==> src/rtl/irq_seq_pkg.sv <==
package irq_seq_pkg;
    localparam int PC_W   = 16;
    localparam int BYTE_W = 8;

    typedef enum logic [2:0] {
        ST_IDLE,
        ST_WAKE,
        ST_PUSH_LO,
        ST_PUSH_HI,
        ST_JUMP,
        ST_POP_HI,
        ST_POP_LO,
        ST_RESUME
    } seq_state_e;
endpackage

==> src/rtl/irq_flag_bank.sv <==
module irq_flag_bank #(
    parameter int          N          = 8,
    parameter logic [N-1:0] LEVEL_MASK = 8'hC0,
    localparam int         IDX_W      = $clog2(N)
) (
    input  logic             clk_i,
    input  logic             rst_ni,
    input  logic [N-1:0]     req_i,
    input  logic             sw_clr_i,
    input  logic [N-1:0]     sw_clr_mask_i,
    input  logic             hw_clr_i,
    input  logic [IDX_W-1:0] hw_clr_idx_i,
    output logic [N-1:0]     flags_o,
    output logic [N-1:0]     pend_o
);
    // Source 0 is reserved; level sources carry no flag.
    localparam logic [N-1:0] RESV_MASK = N'(1);
    localparam logic [N-1:0] EDGE_MASK = ~LEVEL_MASK & ~RESV_MASK;

    logic [N-1:0] req_d;
    logic [N-1:0] rise;
    logic [N-1:0] clr_vec;
    logic [N-1:0] flag_q;
    logic [N-1:0] flag_n;

    always_comb begin
        rise    = req_i & ~req_d;
        clr_vec = (sw_clr_i ? sw_clr_mask_i : '0)
                | (hw_clr_i ? (N'(1) << hw_clr_idx_i) : '0);
        // A new edge wins over a clear in the same cycle.
        flag_n  = ((flag_q & ~clr_vec) | rise) & EDGE_MASK;
    end

    always_ff @(posedge clk_i or negedge rst_ni) begin
        if (!rst_ni) begin
            req_d  <= '0;
            flag_q <= '0;
        end else begin
            req_d  <= req_i;
            flag_q <= flag_n;
        end
    end

    assign flags_o = flag_q;
    assign pend_o  = flag_q | (req_i & LEVEL_MASK & ~RESV_MASK);
endmodule

==> src/rtl/irq_prio_pick.sv <==
module irq_prio_pick #(
    parameter int  N     = 8,
    localparam int IDX_W = $clog2(N)
) (
    input  logic [N-1:0]     pend_i,
    input  logic [N-1:0]     en_i,
    output logic             any_o,
    output logic [IDX_W-1:0] idx_o
);
    logic [N-1:0] cand;

    always_comb begin
        cand  = pend_i & en_i & ~N'(1);
        any_o = |cand;
        idx_o = '0;
        // Scan downward so the lowest eligible index is the one left.
        for (int i = N - 1; i >= 1; i--) begin
            if (cand[i]) begin
                idx_o = IDX_W'(i);
            end
        end
    end
endmodule

==> src/rtl/irq_seq_fsm.sv <==
module irq_seq_fsm
    import irq_seq_pkg::*;
#(
    parameter int  N         = 8,
    parameter int  ENTRY_CYC = 4,
    parameter int  WAKE_CYC  = 4,
    parameter int  RET_CYC   = 4,
    localparam int IDX_W     = $clog2(N),
    localparam int MAX_CYC   = (ENTRY_CYC > WAKE_CYC)
                               ? ((ENTRY_CYC > RET_CYC) ? ENTRY_CYC : RET_CYC)
                               : ((WAKE_CYC > RET_CYC) ? WAKE_CYC : RET_CYC),
    localparam int CNT_W     = $clog2(MAX_CYC + 1)
) (
    input  logic              clk_i,
    input  logic              rst_ni,
    input  logic              any_i,
    input  logic [IDX_W-1:0]  idx_i,
    input  logic              gie_set_i,
    input  logic              gie_clr_i,
    input  logic              bound_i,
    input  logic              busy_i,
    input  logic              sleep_i,
    input  logic              reti_i,
    input  logic [PC_W-1:0]   pc_i,
    input  logic [BYTE_W-1:0] pop_data_i,
    output logic              take_o,
    output logic              skip_o,
    output logic [IDX_W-1:0]  win_idx_o,
    output logic              gie_o,
    output logic              push_stb_o,
    output logic [BYTE_W-1:0] push_data_o,
    output logic              pop_stb_o,
    output logic [PC_W-1:0]   pc_restore_o,
    output logic              pc_restore_vld_o,
    output logic              vec_load_o,
    output logic              seq_busy_o
);
    seq_state_e        state_q, state_n;
    logic [CNT_W-1:0]  cnt_q;
    logic [PC_W-1:0]   pc_q;
    logic [BYTE_W-1:0] hi_q, lo_q;
    logic [IDX_W-1:0]  idx_q;
    logic              gie_q, skip_q;
    logic              take, ret_go, ret_done;

    assign take     = (state_q == ST_IDLE) && bound_i && !busy_i && !reti_i
                      && gie_q && !gie_clr_i && any_i && !skip_q;
    assign ret_go   = (state_q == ST_IDLE) && reti_i;
    assign ret_done = (state_q == ST_RESUME) && (cnt_q == '0);

    // Next-state logic.
    always_comb begin
        state_n = state_q;
        unique case (state_q)
            ST_IDLE: begin
                if (ret_go)    state_n = ST_POP_HI;
                else if (take) state_n = sleep_i ? ST_WAKE : ST_PUSH_LO;
            end
            ST_WAKE:    if (cnt_q == '0) state_n = ST_PUSH_LO;
            ST_PUSH_LO: state_n = ST_PUSH_HI;
            ST_PUSH_HI: state_n = ST_JUMP;
            ST_JUMP:    if (cnt_q == '0) state_n = ST_IDLE;
            ST_POP_HI:  state_n = ST_POP_LO;
            ST_POP_LO:  state_n = ST_RESUME;
            ST_RESUME:  if (cnt_q == '0) state_n = ST_IDLE;
            default:    state_n = ST_IDLE;
        endcase
    end

    // State register and sequence data.
    always_ff @(posedge clk_i or negedge rst_ni) begin
        if (!rst_ni) begin
            state_q <= ST_IDLE;
            cnt_q   <= '0;
            pc_q    <= '0;
            hi_q    <= '0;
            lo_q    <= '0;
            idx_q   <= '0;
            gie_q   <= 1'b0;
            skip_q  <= 1'b0;
        end else begin
            state_q <= state_n;
            if (state_n != state_q) begin
                unique case (state_n)
                    ST_WAKE:   cnt_q <= CNT_W'(WAKE_CYC - 1);
                    ST_JUMP:   cnt_q <= CNT_W'(ENTRY_CYC - 3);
                    ST_RESUME: cnt_q <= CNT_W'(RET_CYC - 3);
                    default:   cnt_q <= '0;
                endcase
            end else if (cnt_q != '0) begin
                cnt_q <= cnt_q - 1'b1;
            end
            if (take) begin
                pc_q  <= pc_i;
                idx_q <= idx_i;
            end
            if (state_q == ST_POP_HI) hi_q <= pop_data_i;
            if (state_q == ST_POP_LO) lo_q <= pop_data_i;
            if (take || gie_clr_i)          gie_q <= 1'b0;
            else if (gie_set_i || ret_done) gie_q <= 1'b1;
            if (ret_done)                                         skip_q <= 1'b1;
            else if ((state_q == ST_IDLE) && bound_i && !busy_i) skip_q <= 1'b0;
        end
    end

    // Outputs decoded from the state.
    always_comb begin
        push_stb_o       = 1'b0;
        push_data_o      = '0;
        pop_stb_o        = 1'b0;
        vec_load_o       = 1'b0;
        pc_restore_vld_o = 1'b0;
        unique case (state_q)
            ST_PUSH_LO: begin
                push_stb_o  = 1'b1;
                push_data_o = pc_q[BYTE_W-1:0];
            end
            ST_PUSH_HI: begin
                push_stb_o  = 1'b1;
                push_data_o = pc_q[PC_W-1:BYTE_W];
            end
            ST_JUMP:    vec_load_o = (cnt_q == '0);
            ST_POP_HI,
            ST_POP_LO:  pop_stb_o = 1'b1;
            ST_RESUME:  pc_restore_vld_o = (cnt_q == '0);
            default: ;
        endcase
    end

    assign take_o       = take;
    assign skip_o       = skip_q;
    assign win_idx_o    = idx_q;
    assign gie_o        = gie_q;
    assign pc_restore_o = {hi_q, lo_q};
    assign seq_busy_o   = (state_q != ST_IDLE);
endmodule

==> src/rtl/irq_sequencer.sv <==
module irq_sequencer
    import irq_seq_pkg::*;
#(
    parameter int               N          = 8,
    parameter logic [N-1:0]     LEVEL_MASK = 8'hC0,
    parameter int               ADDR_W     = 16,
    parameter logic [ADDR_W-1:0] VEC_BASE  = '0,
    parameter int               ENTRY_CYC  = 4,
    parameter int               WAKE_CYC   = 4,
    parameter int               RET_CYC    = 4
) (
    input  logic              clk_i,
    input  logic              rst_ni,
    input  logic [N-1:0]      irq_req_i,
    input  logic [N-1:0]      src_en_i,
    input  logic              flag_clr_wr_i,
    input  logic [N-1:0]      flag_clr_data_i,
    input  logic              gie_set_i,
    input  logic              gie_clr_i,
    input  logic              insn_bound_i,
    input  logic              multi_busy_i,
    input  logic              sleep_i,
    input  logic              reti_i,
    input  logic [15:0]       pc_i,
    input  logic [7:0]        pop_data_i,
    output logic              push_stb_o,
    output logic [7:0]        push_data_o,
    output logic              pop_stb_o,
    output logic [15:0]       pc_restore_o,
    output logic              pc_restore_vld_o,
    output logic              vec_load_o,
    output logic [ADDR_W-1:0] vec_addr_o,
    output logic              gie_o,
    output logic              seq_busy_o,
    output logic [N-1:0]      flags_o
);
    localparam int IDX_W = $clog2(N);

    logic [N-1:0]     pend_w;
    logic             any_w;
    logic [IDX_W-1:0] pick_w;
    logic [IDX_W-1:0] win_w;
    logic             take_w;
    logic             skip_w;

    irq_flag_bank #(.N(N), .LEVEL_MASK(LEVEL_MASK)) u_flags (
        .clk_i         (clk_i),
        .rst_ni        (rst_ni),
        .req_i         (irq_req_i),
        .sw_clr_i      (flag_clr_wr_i),
        .sw_clr_mask_i (flag_clr_data_i),
        .hw_clr_i      (take_w),
        .hw_clr_idx_i  (pick_w),
        .flags_o       (flags_o),
        .pend_o        (pend_w)
    );

    irq_prio_pick #(.N(N)) u_pick (
        .pend_i (pend_w),
        .en_i   (src_en_i),
        .any_o  (any_w),
        .idx_o  (pick_w)
    );

    irq_seq_fsm #(
        .N(N), .ENTRY_CYC(ENTRY_CYC), .WAKE_CYC(WAKE_CYC), .RET_CYC(RET_CYC)
    ) u_fsm (
        .clk_i            (clk_i),
        .rst_ni           (rst_ni),
        .any_i            (any_w),
        .idx_i            (pick_w),
        .gie_set_i        (gie_set_i),
        .gie_clr_i        (gie_clr_i),
        .bound_i          (insn_bound_i),
        .busy_i           (multi_busy_i),
        .sleep_i          (sleep_i),
        .reti_i           (reti_i),
        .pc_i             (pc_i),
        .pop_data_i       (pop_data_i),
        .take_o           (take_w),
        .skip_o           (skip_w),
        .win_idx_o        (win_w),
        .gie_o            (gie_o),
        .push_stb_o       (push_stb_o),
        .push_data_o      (push_data_o),
        .pop_stb_o        (pop_stb_o),
        .pc_restore_o     (pc_restore_o),
        .pc_restore_vld_o (pc_restore_vld_o),
        .vec_load_o       (vec_load_o),
        .seq_busy_o       (seq_busy_o)
    );

    assign vec_addr_o = VEC_BASE + (ADDR_W'(win_w) << 1);
endmodule

==> config.mk <==
export PLATFORM = sky130hd
export DESIGN_NAME = irq_sequencer
export DESIGN_NICKNAME = d
export VERILOG_FILES = /design/src/rtl/irq_seq_pkg.sv /design/src/rtl/irq_flag_bank.sv /design/src/rtl/irq_prio_pick.sv /design/src/rtl/irq_seq_fsm.sv /design/src/rtl/irq_sequencer.sv
export SDC_FILE = /design/constraint.sdc
export NUM_CORES = 1
export LEC_CHECK = 0
export ABC_AREA = 1
export BUFFER_PORTS_ARGS = -buffer_cell sky130_fd_sc_hd__buf_2
export CORE_ASPECT_RATIO = 0.75
export CORE_MARGIN = 2
export CORE_UTILIZATION = 52
export CTS_CLUSTER_DIAMETER = 200
export DETAILED_ROUTE_END_ITERATION = 6
export GPL_ROUTABILITY_DRIVEN = 0
export PLACE_DENSITY = 0.95
export REMOVE_ABC_BUFFERS = 1
export SYNTH_ARGS = -nofsm -noshare
export SYNTH_HDL_FRONTEND = slang
export SYNTH_HIERARCHICAL = 1
export SYNTH_SLANG_ARGS = --single-unit
==> constraint.sdc <==
create_clock -name clk_i -period 4.9 [get_ports clk_i]
set_clock_uncertainty 0.05 [all_clocks]
set_input_delay 0.98 -clock clk_i [delete_from_list [all_inputs] [get_ports clk_i]]
set_output_delay 0.98 -clock clk_i [all_outputs]
set_load 0.005 [all_outputs]
# Word level (Yosys, flattened, before mapping)
# Cells that the tools add are included.
# W data, S select, Z words.
dict set report word_totals {
  register_bits 54
  in_bits 57
  output_inout_bits 54
  wordCells 85
}
dict set report classes {
  n_addsub 1
  n_eq_ne 11
  shift 1
  muxes 27
  bitwise 8
  n_reduce_logical 27
}
# op n
set ops {}
lappend ops {{$mux W3} 13}
lappend ops {{$pmux W3 S7} 1}
lappend ops {{$eq A3 B3 Y1 const B} 6}
lappend ops {{$pmux W8 S2} 1}
lappend ops {{$and A6 B6 Y6} 2}
lappend ops {{$mux W6} 2}
lappend ops {{$not A6 Y6} 2}
lappend ops {{$or A6 B6 Y6} 2}
lappend ops {{$logic_and A1 B1 Y1} 9}
lappend ops {{$and A8 B8 Y8} 1}
lappend ops {{$mux W1} 8}
lappend ops {{$or A6 B8 Y8} 1}
lappend ops {{$reduce_or A2 Y1} 4}
lappend ops {{$reduce_or A7 Y1} 1}
lappend ops {{$eq A3 B1 Y1 const B} 2}
lappend ops {{$eq A3 B2 Y1 const B} 2}
lappend ops {{$logic_not A3 Y1} 2}
lappend ops {{$reduce_bool A2 Y1} 3}
lappend ops {{$reduce_bool A3 Y1} 2}
lappend ops {{$shl A1 B3 Y6 const A} 1}
lappend ops {{$logic_not A1 Y1} 4}
lappend ops {{$pmux W2 S2} 1}
lappend ops {{$ne A3 B3 Y1} 1}
lappend ops {{$sub A3 B1 Y3 const B} 1}
lappend ops {{other kinds (2)} 3}

# Logic depth before layout (Yosys ltp)
# Gate-level depths: netlist (run 1).
dict set report logic_depth {
  ltp_word 15
  mapped_depth 16
  mapped_depth_nobuf 15
}

# Cells and area by module
# The synthesis (run 1) kept the hierarchy.
# mod n_inst cells_each area_each_um2 seq_area_each_um2
set by_module_without_submodules {}
lappend by_module_without_submodules {irq_seq_fsm 1 255 2008.2 1076.0}
lappend by_module_without_submodules {irq_flag_bank 1 68 525.5 250.2}
lappend by_module_without_submodules {irq_prio_pick 1 23 110.1 0.0}
lappend by_module_without_submodules {irq_sequencer 1 14 101.3 0.0}

# Worst setup path after synthesis (run 1)
# Ideal clock, no wire load.
dict set report synth_timing {
  path_type {input-to-reg}
  startpoint {input port irq_req_i[6]}
  endpoint {register u_flags.flag_q[1], in the netlist u_flags/flags_o[1]}
  setup_time_ps 116
  arrival_time_ps 2147
  path_slack_ps 2587
  cell_stages 15
  path_cell_list {buf_4 > nand2_1 > nand2_1 > nor2_2 > nand4_1 > nand3_1 > nor2_1 > nand2_1 > inv_2 > buf_2 > inv_1 > nor2_4 > nand2_1 > nand2_1 > nand2_1}
}
dict set report synth_between {
  word_cells_on_any_way 17
}
# item line
set synth_rtl {}
lappend synth_rtl {{from (decl)} irq_sequencer.sv:14} ;# input logic [N-1:0] irq_req_i,
lappend synth_rtl {{$or A6 B8 Y8} irq_flag_bank.sv:45} ;# assign pend_o = flag_q | (req_i & LEVEL_MASK & ~RESV_MASK);
lappend synth_rtl {{$and A8 B8 Y8} irq_prio_pick.sv:13} ;# cand = pend_i & en_i & ~N'(1);
lappend synth_rtl {{$reduce_or A7 Y1} irq_prio_pick.sv:14} ;# any_o = |cand;
lappend synth_rtl {{net any_w} irq_sequencer.sv:40} ;# logic any_w;
lappend synth_rtl {{$logic_and A1 B1 Y1 (2 in series)} irq_seq_fsm.sv:47} ;# && gie_q && !gie_clr_i && any_i && !skip_q;
lappend synth_rtl {{net take_w} irq_sequencer.sv:43} ;# logic take_w;
lappend synth_rtl {{$mux W6} irq_flag_bank.sv:29} ;# | (hw_clr_i ? (N'(1) << hw_clr_idx_i) : '0);
lappend synth_rtl {{$or A6 B6 Y6} irq_flag_bank.sv:29}
lappend synth_rtl {{$not A6 Y6} irq_flag_bank.sv:31} ;# flag_n = ((flag_q & ~clr_vec) | rise) & EDGE_MASK;
lappend synth_rtl {{$and A6 B6 Y6} irq_flag_bank.sv:31}
lappend synth_rtl {{$or A6 B6 Y6} irq_flag_bank.sv:31}
lappend synth_rtl {{net u_flags.flag_n[1]} irq_flag_bank.sv:24} ;# logic [N-1:0] flag_n;
lappend synth_rtl {{to (signal assigned)} irq_flag_bank.sv:40} ;# flag_q <= flag_n;
lappend synth_rtl {{to (decl)} irq_flag_bank.sv:23} ;# logic [N-1:0] flag_q;
# The timed path passes the listed nets, and every way through them passes these cells.
# A chain may end at the register's enable or synchronous reset.

# Final worst setup path (run 1)
dict set report layout_timing {
  startpoint {register u_fsm.state_q[0]}
  endpoint {output port pop_stb_o}
}
dict set report layout_between {
  elab_chain_cells 3
  word_cells_on_any_way 4
}
# item line
set layout_rtl {}
lappend layout_rtl {{from (decl)} irq_seq_fsm.sv:38} ;# seq_state_e state_q, state_n;
lappend layout_rtl {{from (signal assigned)} irq_seq_fsm.sv:82} ;# state_q <= state_n;
lappend layout_rtl {{$eq A3 B3 Y1} irq_seq_fsm.sv:113} ;# unique case (state_q)
lappend layout_rtl {{$reduce_or A2 Y1 *} irq_seq_fsm.sv:113}
lappend layout_rtl {{$mux W1 *} irq_seq_fsm.sv:113}
lappend layout_rtl {{to (decl)} irq_sequencer.sv:28} ;# output logic pop_stb_o,
# Every way passes the cells marked *; elsewhere a longest branch is shown, timed or not.

==> summary.md, run 1 <==
| Metric | Value |
|---|---|
| Met3 wire len | 442 µm |
| Wire per inst | 11.27 µm |
| VDD IR-drop max | 0.2311 mV |
| Minimum clock period after layout | 2.929 ns |
| Hold-fix buffers, CTS | 0 |
| Slowest-stage cell, CP | nand3_1 |
| Final period util | 59.77% |
| Via-to-Cell Ratio | 4.641 |
| Synth Instances | 359 |
| Met1 Wirelength | 2517 µm |
| Worst hold path class | reg -> reg |
| Worst Path Required | 3.87 ns |
| DR iter-0 viols | 181 |
| Core Footprint | 4982 µm² |
| Top sig layer | met4 |
| Initial antenna violation count | 0 |
| Post_cts resized | 0 |
| Post-CTS Setup Repair Bufs | 0 |
| Max Cap Viol | 0 |
| DRC | 0 |
| First-pass GRT wire length | 9632 µm |
| Layout cells sized above 1 | 27.05% |
| DR pass1 iterations | 4 |
| Worst-Margin Slew | 0.6706 ns |
| Die Ht | 66.84 µm |
| RSZ-0062 raised after global routing | no |
| Tot Pwr | 1.511 mW |
| Critical Setup Path Class | reg -> out |
| Max clock buf depth | 2 |
| Worst skew pair latency | 0.30 ns |
| GR Overflow Total | 0 |
| Clk slew on worst S/H paths | 0.09 ns |
| Fmax | 0.3414 GHz |
| Pleak | 1.979 nW |
| Slew Limit Fails | 0 |
| Synthesized area per cell | 7.626 µm² |
| CP startpoint kind | flip-flop |
| Rows | 22 |
| Boundary pin count | 111 |
| CTS Root Cell | clkbuf_8 |
| Drt total wl | 5769 µm |
| Outcome | finished clean |
| Clk sink count | 53 |
| Antenna cells | 0 |
| Setup TNS | 0 ns |
| CP Cell Sequence | inv_1 -> nand3_1 -> nand2_1 -> buf_2 |
| DR WL met2 | 2777 µm |
| HPWL after DPL | 4304 µm |
| Worst EP arrival | 1.90 ns |
| Final setup fails | 0 |
| Final hold vios | 0 |
| Starting Density | 54.95% |
| Number of global-route vias before repair | 2,247 |
| Multi-input logic area | 1096 µm² |
| Die Width | 87.78 µm |
| Nets | 498 |
| TritonCTS clock tree | yes |
| Critical Path End Type | output port |
| CTS HTree Levels | 2 |
| Vias | 2,376 |
| Area grow syn2layout | 18.46% |
| Mapped Area | 2738 µm² |
| Routed Antenna Nets | 0 |
| Yosys warning count | 6 |
| Largest net degree at the start of global routing | 54 |
| Sequential cell area | 1326 µm² |
| PwrDens | 466.0 nW/µm² |
| Filler cells | 431 |
| Cts bufs inserted | 5 |
| Die area | 5867 µm² |
| Total GRT Usage | 20.97% |
| Port bufs | 89 |
| Max_slew headroom | 55.19% |
| Largest stage delay, worst path | 0.50 ns |
| Crit path max fanout | 17 |
cell usage in the layout (no fill, tap or decap), types with 2 or more instances in the layout:
cell and n:
nand2_1 151, buf_2 89, dfrtp_1 53, inv_1 38
o21ai_0 19, conb_1 16, nor2_1 12, nand3_1 12
a21oi_1 7, clkbuf_8 6, nand2_2 6, inv_2 4
nand4_1 4, nor2_4 3, nor2_2 3, nor3_1 3
nand3_2 2, xor2_1 2, ha_1 2
state kept, by name, summed over array words and instances (netlist names):
name / flops
u_flags/flags_o: 5
u_flags/req_d: 5
u_fsm/cnt_q: 3
u_fsm/gie_o: 1
u_fsm/hi_q: 8
u_fsm/lo_q: 8
u_fsm/pc_q: 16
u_fsm/skip_o: 1
u_fsm/state_q: 3
u_fsm/win_idx_o: 3
worst max-delay path: cells and delay by family (launching register included):
family        cells  cell delay, ns
simple gates      2            0.69
flops             1            0.45
buf+inv           2            0.47
worst paths after layout:
check / start / to / slack (ns) / cells after the start
setup / recovery: u_fsm/state_q[0] / pop_stb_o / 1.97 / 4
hold / removal: u_fsm/pc_q[7] / u_fsm/pc_q[7] / 0.44 / 2
min in group asynchronous: rst_ni / u_fsm/lo_q[1] / 0.74 / 2
hold reg to reg: u_fsm/pc_q[7] / u_fsm/pc_q[7] / 0.44 / 2
setup reg to reg: u_flags/flags_o[4] / u_flags/flags_o[2] / 2.48 / 13
max in group asynchronous: rst_ni / u_fsm/pc_q[5] / 3.63 / 2
per-layer routing:
| metal | up-vias | GRT usage, % |
|---|---|---|
| met5 | - | 0 |
| met4 | 0 | 6.154 |
| met3 | 4 | 5.081 |
| met2 | 103 | 35.32 |
| met1 | 1058 | 26.91 |
| li1 | 1211 | - |
area by class of cell:
class	count	share of cell area [%]
clock inverter	2	1.157
sequential	53	40.90
tap	72	2.778
multi-input combinational	247	33.80
timing repair buffer	90	13.97
inverter	42	4.861
clock buffer	6	2.546
power by group:
group          switching (mW)  internal, mW
Sequential             0.0686         0.541
Clock                   0.139         0.166
Combinational           0.382         0.215
Total                   0.589         0.922
metrics by stage:
step           utilization [%]  std cells  setup slack, ns  hold WS [ns]  cell area (µm²)
2_1_floorplan                -        342            2.322        0.3992             2580
3_3_place_gp             62.68        504            1.797        0.4090             3123
3_5_place_dp             62.68        504            1.763        0.4153             3123
4_1_cts                  65.09        512            1.972        0.4398             3243
5_1_grt                  65.09        512            1.839        0.4648             3243
6_report                 65.09        512            1.971        0.4372             3243
Note: power is estimated with default switching activity, not from simulation.
==> inputs of run 2 (changes only) <==
--- a/config.mk
+++ b/config.mk
@@ -9,11 +9,11 @@
 export BUFFER_PORTS_ARGS = -buffer_cell sky130_fd_sc_hd__buf_2
 export CORE_ASPECT_RATIO = 0.75
 export CORE_MARGIN = 2
-export CORE_UTILIZATION = 52
+export CORE_UTILIZATION = 48
 export CTS_CLUSTER_DIAMETER = 200
 export DETAILED_ROUTE_END_ITERATION = 6
 export GPL_ROUTABILITY_DRIVEN = 0
-export PLACE_DENSITY = 0.95
+export PLACE_DENSITY = 0.9
 export REMOVE_ABC_BUFFERS = 1
 export SYNTH_ARGS = -nofsm -noshare
 export SYNTH_HDL_FRONTEND = slang
==> constraint.sdc (replaced) <==
create_clock -name clk_i -period 2.98 [get_ports clk_i]
set_clock_uncertainty 0.05 [all_clocks]
set_input_delay 0.596 -clock clk_i [delete_from_list [all_inputs] [get_ports clk_i]]
set_output_delay 0.596 -clock clk_i [all_outputs]
set_load 0.005 [all_outputs]
==> summary.md, run 2 (synthesis gave the netlist of run 1 again) <==
| Metric | Value |
|---|---|
| Critical Path End Type | output port |
| Max reg flops | 16 (unchanged) |
| Placed standard-cell area | 3142 µm² (+0.60%) |
| Reg-to-reg slack, setup | 0.84 ns (-1.64 ns) |
| Die area | 6330 µm² (+7.9%) |
| Biggest register | u_fsm/pc_q |
| Cell-internal power | 1.439 mW (+56%) |
| Area grow syn2layout | 18.28% |
| Routed Antenna Nets | 0 (unchanged) |
| Switch share | 40.21% (+1.2 points) |
| Cts bufs inserted | 5 (unchanged) |
| HPWL after DPL | 4221 µm (-1.9%) |
| Die Ht | 69.40 µm (+3.8%) |
| Clk sink count | 53 (unchanged) |
| CTS Root Cell | clkbuf_8 |
| Sequential cell area | 1326 µm² (unchanged) |
| Combinational share of power | 41.1% (+1.6 points) |
| Antenna cells | 0 (unchanged) |
| WHS | 0.2871 ns (-0.1502 ns) |
| Most common cell after layout, fill and taps aside | nand2_1 |
| DR iter-0 viols | 177 (-2.2%) |
| Wire per inst | 11.19 µm (-0.68%) |
| Final setup fails | 0 (unchanged) |
| Most frequent cells in the layout | nand2_1, buf_2, dfrtp_1 |
| CP startpoint | u_fsm/state_q[1] |
| Max_slew headroom | 52.47% (-2.7 points) |
| Fmax | 0.4226 GHz |
| TritonCTS clock tree | yes |
| Drt total wl | 5786 µm (+0.29%) |
| CTS HTree Levels | 2 (unchanged) |
| Clk slew on worst S/H paths | 0.10 ns (about the same) |
| Nets | 500 (+0.40%) |
| Final hold vios | 0 (unchanged) |
| DRC | 0 (unchanged) |
| Port bufs | 89 (unchanged) |
| Worst setup margin | 0.6135 ns (-1.358 ns) |
| FF-to-FF Start | u_flags/flags_o[4] |
| VDD IR-drop max | 0.3083 mV (+33%) |
| Max Cap Viol | 0 (unchanged) |
| Starting Density | 50.60% (-4.3 points) |
| Sw Pwr | 0.9676 mW (+64%) |
| First-pass GRT wire length | 10,070 µm (+4.6%) |
| Multi-input logic area | 1096 µm² (unchanged) |
| Final period util | 79.41% |
| Critical Setup Path Class | reg -> out |
| GR Overflow Total | 0 (unchanged) |
| Worst R2R End | u_flags/flags_o[1] |
| RSZ-0062 raised after global routing | no |
| Max clock buf depth | 2 (unchanged) |
| Filler cells | 502 (+16%) |
| Setup TNS | 0 ns (unchanged) |
| Largest regs | u_fsm/pc_q x16, u_fsm/hi_q x8, u_fsm/lo_q x8 |
| Sequential share of power | 41.5% (+1.2 points) |
| Number of global-route vias before repair | 2,280 (+1.5%) |
| Post-Place Cells | 509 (+0.99%) |
| Final Instance Count excl. Fillers | 517 (+0.98%) |
| Clock share of power | 17.4% (-2.8 points) |
| Worst EP arrival | 1.72 ns (-0.18 ns) |
| CP startpoint kind | flip-flop |
| Post_cts resized | 0 (unchanged) |
| Worst reg-to-reg path cell count | 13 (unchanged) |
| Initial antenna violation count | 0 (unchanged) |
| Place WS | 0.5076 ns (-1.255 ns) |
| Vias | 2,377 (+0.042%) |
| PwrDens | 743.2 nW/µm² (+59%) |
| Die Width | 91.21 µm (+3.9%) |
| Crit path max fanout | 9 (-8) |
| Slew Limit Fails | 0 (unchanged) |
| Worst-Margin Slew | 0.7130 ns (+0.04240 ns) |
| Boundary pin count | 111 (unchanged) |
| Worst Path Required | 2.33 ns (-1.54 ns) |
| Worst hold path class | in -> async |
| Outcome | finished clean |
| Pleak | 1.981 nW (+0.12%) |
| Largest net degree at the start of global routing | 34 (-37%) |
| Hold-fix buffers, CTS | 0 (unchanged) |
| Rows | 23 (+4.5%) |
| Minimum clock period after layout | 2.366 ns |
| Via-to-Cell Ratio | 4.598 (-0.93%) |
| Post-CTS Setup Repair Bufs | 0 (unchanged) |
| Total GRT Usage | 19.46% (-1.5 points) |
| Core Footprint | 5410 µm² (+8.6%) |
| Layout cells sized above 1 | 27.38% (+0.33 points) |
| Fin area | 3238 µm² (-0.15%) |
| DR pass1 iterations | 4 (unchanged) |
| Worst skew pair latency | 0.30 ns (about the same) |
run 2: changes by cell type in the layout (fill, tap and decap cells not counted):
cell | previous run | this run
clkinv_2 | 0 | 1
buf_4 | 1 | 3
clkinv_4 | 0 | 1
bufinv_16 | 1 | 0
clkinvlp_4 | 1 | 0
run 2: worst max-delay path, stage by stage, from the launching register on:
cell     delay [ns]
dfrtp_1        0.47
inv_1          0.11
nor2_1         0.48
nand3_1        0.15
nand2_1        0.09
buf_2          0.11
run 2: worst max-delay path by stage:
stage                              end  slack [ns]  depth (start not counted)
global placement    u_flags/flags_o[2]        0.55                         14
CTS                     push_data_o[7]        0.62                          5
finish                  push_data_o[7]        0.61                          5
global route                 pop_stb_o        0.43                          5
floorplan           u_flags/flags_o[1]        0.79                         13
detailed placement  u_flags/flags_o[2]        0.51                         14
run 2: power by group through the flow:
stage               logic (mW)  clock network, mW  registers, mW
CTS                      0.984              0.438          0.999
detailed placement       0.964                  0           1.01
floorplan                0.611                  0           1.01
finish                   0.989              0.420          0.998
global placement         0.943                  0           1.01
global route              1.13              0.472           1.03
run 2: metrics by stage:
stage | total power [mW] | utilization, %
floorplan | 1.626 | -
global placement | 1.949 | 58.07
detailed placement | 1.977 | 58.07
CTS | 2.422 | 59.85
global route | 2.633 | 59.85
finish | 2.407 | 59.85
run 2: layout make-up:
type | instances | area share [%]
clock buffers | 6 | 2.550
clock inverters | 2 | 0.4250
inverters | 42 | 4.869
multi-input cells | 247 | 33.85
flip-flops and latches | 53 | 40.96
well taps | 75 | 2.898
repair buffers | 92 | 14.45
run 2: routing by layer:
| metal | track usage [%] | part of all wire [%] |
|---|---|---|
| met4 | 4.545 | 0.85 |
| met3 | 4.457 | 7.4 |
| met1 | 25.89 | 47 |
| met2 | 32.59 | 45 |
| met5 | 0 | 0 |
==> inputs of run 3 (changes only) <==
==> constraint.sdc (replaced) <==
create_clock -name clk_i -period 2.3 [get_ports clk_i]
set_clock_uncertainty 0.05 [all_clocks]
set_input_delay 0.46 -clock clk_i [delete_from_list [all_inputs] [get_ports clk_i]]
set_output_delay 0.46 -clock clk_i [all_outputs]
set_load 0.005 [all_outputs]
==> summary.md, run 3 (synthesis gave the netlist of run 1 again) <==
| Metric | Value |
|---|---|
| Drt total wl | 5983 µm (+3.4%) |
| Slew Limit Fails | 0 (unchanged) |
| Max Cap Viol | 0 (unchanged) |
| Critical Setup Path Class | reg -> out |
| CTS Root Cell | clkbuf_8 |
| Crit path max fanout | 9 (unchanged) |
| Final setup fails | 0 (unchanged) |
| Cts bufs inserted | 5 (unchanged) |
| Wire per inst | 11.48 µm (+2.6%) |
| Final period util | 92.62% |
| Largest stage delay, worst path | 0.40 ns (-0.08 ns) |
| Die Ht | 69.40 µm (unchanged) |
| Rows | 23 (unchanged) |
| CTS HTree Levels | 2 (unchanged) |
| Worst hold path class | in -> async |
| Critical Path End Type | output port |
| Most common cell after layout, fill and taps aside | nand2_1 |
| Worst reg-to-reg path cell count | 13 (unchanged) |
| PwrDens | 957.5 nW/µm² (+29%) |
| Hold-fix buffers, CTS | 0 (unchanged) |
| Worst Path Required | 1.79 ns (-0.54 ns) |
| GR Overflow Total | 0 (unchanged) |
| Initial antenna violation count | 0 (unchanged) |
| TritonCTS clock tree | yes |
| Worst-Margin Slew | 0.6596 ns (-0.05333 ns) |
| Post_cts resized | 0 (unchanged) |
| Boundary pin count | 111 (unchanged) |
| Largest net degree at the start of global routing | 54 (+59%) |
| Minimum clock period after layout | 2.130 ns |
| Clk slew on worst S/H paths | 0.10 ns (about the same) |
| Setup TNS | 0 ns (unchanged) |
| Slowest-stage cell, CP | dfrtp_1 |
| Die area | 6330 µm² (unchanged) |
| DR pass1 iterations | 4 (unchanged) |
| Filler cells | 493 (-1.8%) |
| Pleak | 1.994 nW (+0.63%) |
| Fin area | 3262 µm² (+0.73%) |
| Fmax | 0.4694 GHz |
| DR iter-0 viols | 120 (-32%) |
| Max_slew headroom | 56.02% (+3.6 points) |
| Die Width | 91.21 µm (unchanged) |
| CP startpoint | u_fsm/cnt_q[0] |
| Most frequent cells in the layout | nand2_1, buf_2, dfrtp_1 |
| Area grow syn2layout | 19.15% |
| FF-to-FF Start | u_fsm/cnt_q[0] |
| RSZ-0062 raised after global routing | no |
| VDD IR-drop max | 0.3802 mV (+23%) |
| Worst R2R End | u_fsm/cnt_q[0] |
| WP buf/inv | 3 (+1) |
| HPWL after DPL | 4511 µm (+6.9%) |
| Family with the most delay on the worst path | simple AND/OR/NAND/NOR gates |
| Number of global-route vias before repair | 2,339 (+2.6%) |
| Outcome | finished clean |
| First-pass GRT wire length | 10,310 µm (+2.3%) |
| Core Footprint | 5410 µm² (unchanged) |
| Starting Density | 50.60% (unchanged) |
| Antenna cells | 0 (unchanged) |
| Met1 Wirelength | 2633 µm (-3.6%) |
| Final hold vios | 0 (unchanged) |
| Worst skew pair latency | 0.31 ns (about the same) |
| Met3 wire len | 447 µm (+4.0%) |
| Vias | 2,451 (+3.1%) |
| DRC | 0 (unchanged) |
| Reg-to-reg slack, setup | 0.35 ns (-0.49 ns) |
| Worst EP arrival | 1.62 ns (-0.10 ns) |
| Placed standard-cell area | 3172 µm² (+0.96%) |
| Routed Antenna Nets | 0 (unchanged) |
| Port bufs | 89 (unchanged) |
| Total GRT Usage | 19.87% (+0.41 points) |
| Max reg flops | 16 (unchanged) |
| DR WL met2 | 2815 µm (+9.3%) |
| Layout cells sized above 1 | 28.03% (+0.65 points) |
| Via-to-Cell Ratio | 4.704 (+2.3%) |
| Post-CTS Setup Repair Bufs | 0 (unchanged) |
| Max clock buf depth | 2 (unchanged) |
| Clk sink count | 53 (unchanged) |
| Largest regs | u_fsm/pc_q x16, u_fsm/hi_q x8, u_fsm/lo_q x8 |
| CP startpoint kind | flip-flop |
| Nets | 504 (+0.80%) |
| Top sig layer | met4 |
| CP Cell Sequence | inv_1 -> ha_1 -> nand2_1 -> nor2_1 -> nand2_1 -> inv_1 -> buf_2 |
| Biggest register | u_fsm/pc_q |
## run 3: cell count changes in the layout (fill, tap and decap cells not counted)
cell	change
buf_4	+4
clkbuf_8	-1
clkinv_4	-1
clkinvlp_4	+1
inv_6	+1
## run 3: how the worst max path moves through the flow
stage | endpoint | slack, ns | cells past startpoint
after floorplan | u_flags/flags_o[1] | 0.24 | 13
after global placement | u_fsm/gie_o | 0.33 | 12
after detailed placement | u_fsm/pc_q[15] | 0.25 | 13
after CTS | pop_stb_o | 0.16 | 5
after global routing | pc_restore_vld_o | 0.01 | 7
final | pc_restore_vld_o | 0.17 | 7
## run 3: per-layer routing
metal | global-route usage [%] | vias to the layer above
met5 | 0 | -
met4 | 5.724 | 0
met3 | 4.891 | 11
met2 | 33.00 | 115
met1 | 25.99 | 1104
li1 | - | 1221
## run 3: power breakdown
| part | switching (mW) | internal, mW |
|---|---|---|
| Sequential | 0.143 | 1.15 |
| Clock | 0.308 | 0.217 |
| Combinational | 0.817 | 0.486 |
## run 3: layout make-up
| cell class | count | area, µm² | share of cell area (%) |
|---|---|---|---|
| Sequential cell | 53 | 1326 | 40.66 |
| Multi-Input combinational cell | 247 | 1096 | 33.60 |
| Timing Repair Buffer | 96 | 498.0 | 15.27 |
| Inverter | 42 | 157.7 | 4.833 |
| Tap cell | 75 | 93.84 | 2.877 |
| Clock buffer | 5 | 68.82 | 2.110 |
| Clock inverter | 3 | 21.27 | 0.6521 |
## run 3: metrics by stage
step	utilization (%)	total power [mW]	hold WS [ns]	instances	setup slack, ns
detailed placement	58.63	2.612	0.4101	513	0.2532
floorplan	-	2.106	0.1144	342	0.2415
finish	60.29	3.123	0.2123	521	0.1697
CTS	60.29	3.152	0.2131	521	0.1626
global route	60.29	3.414	0.2065	521	0.01048
global placement	58.63	2.541	0.4100	513	0.3291
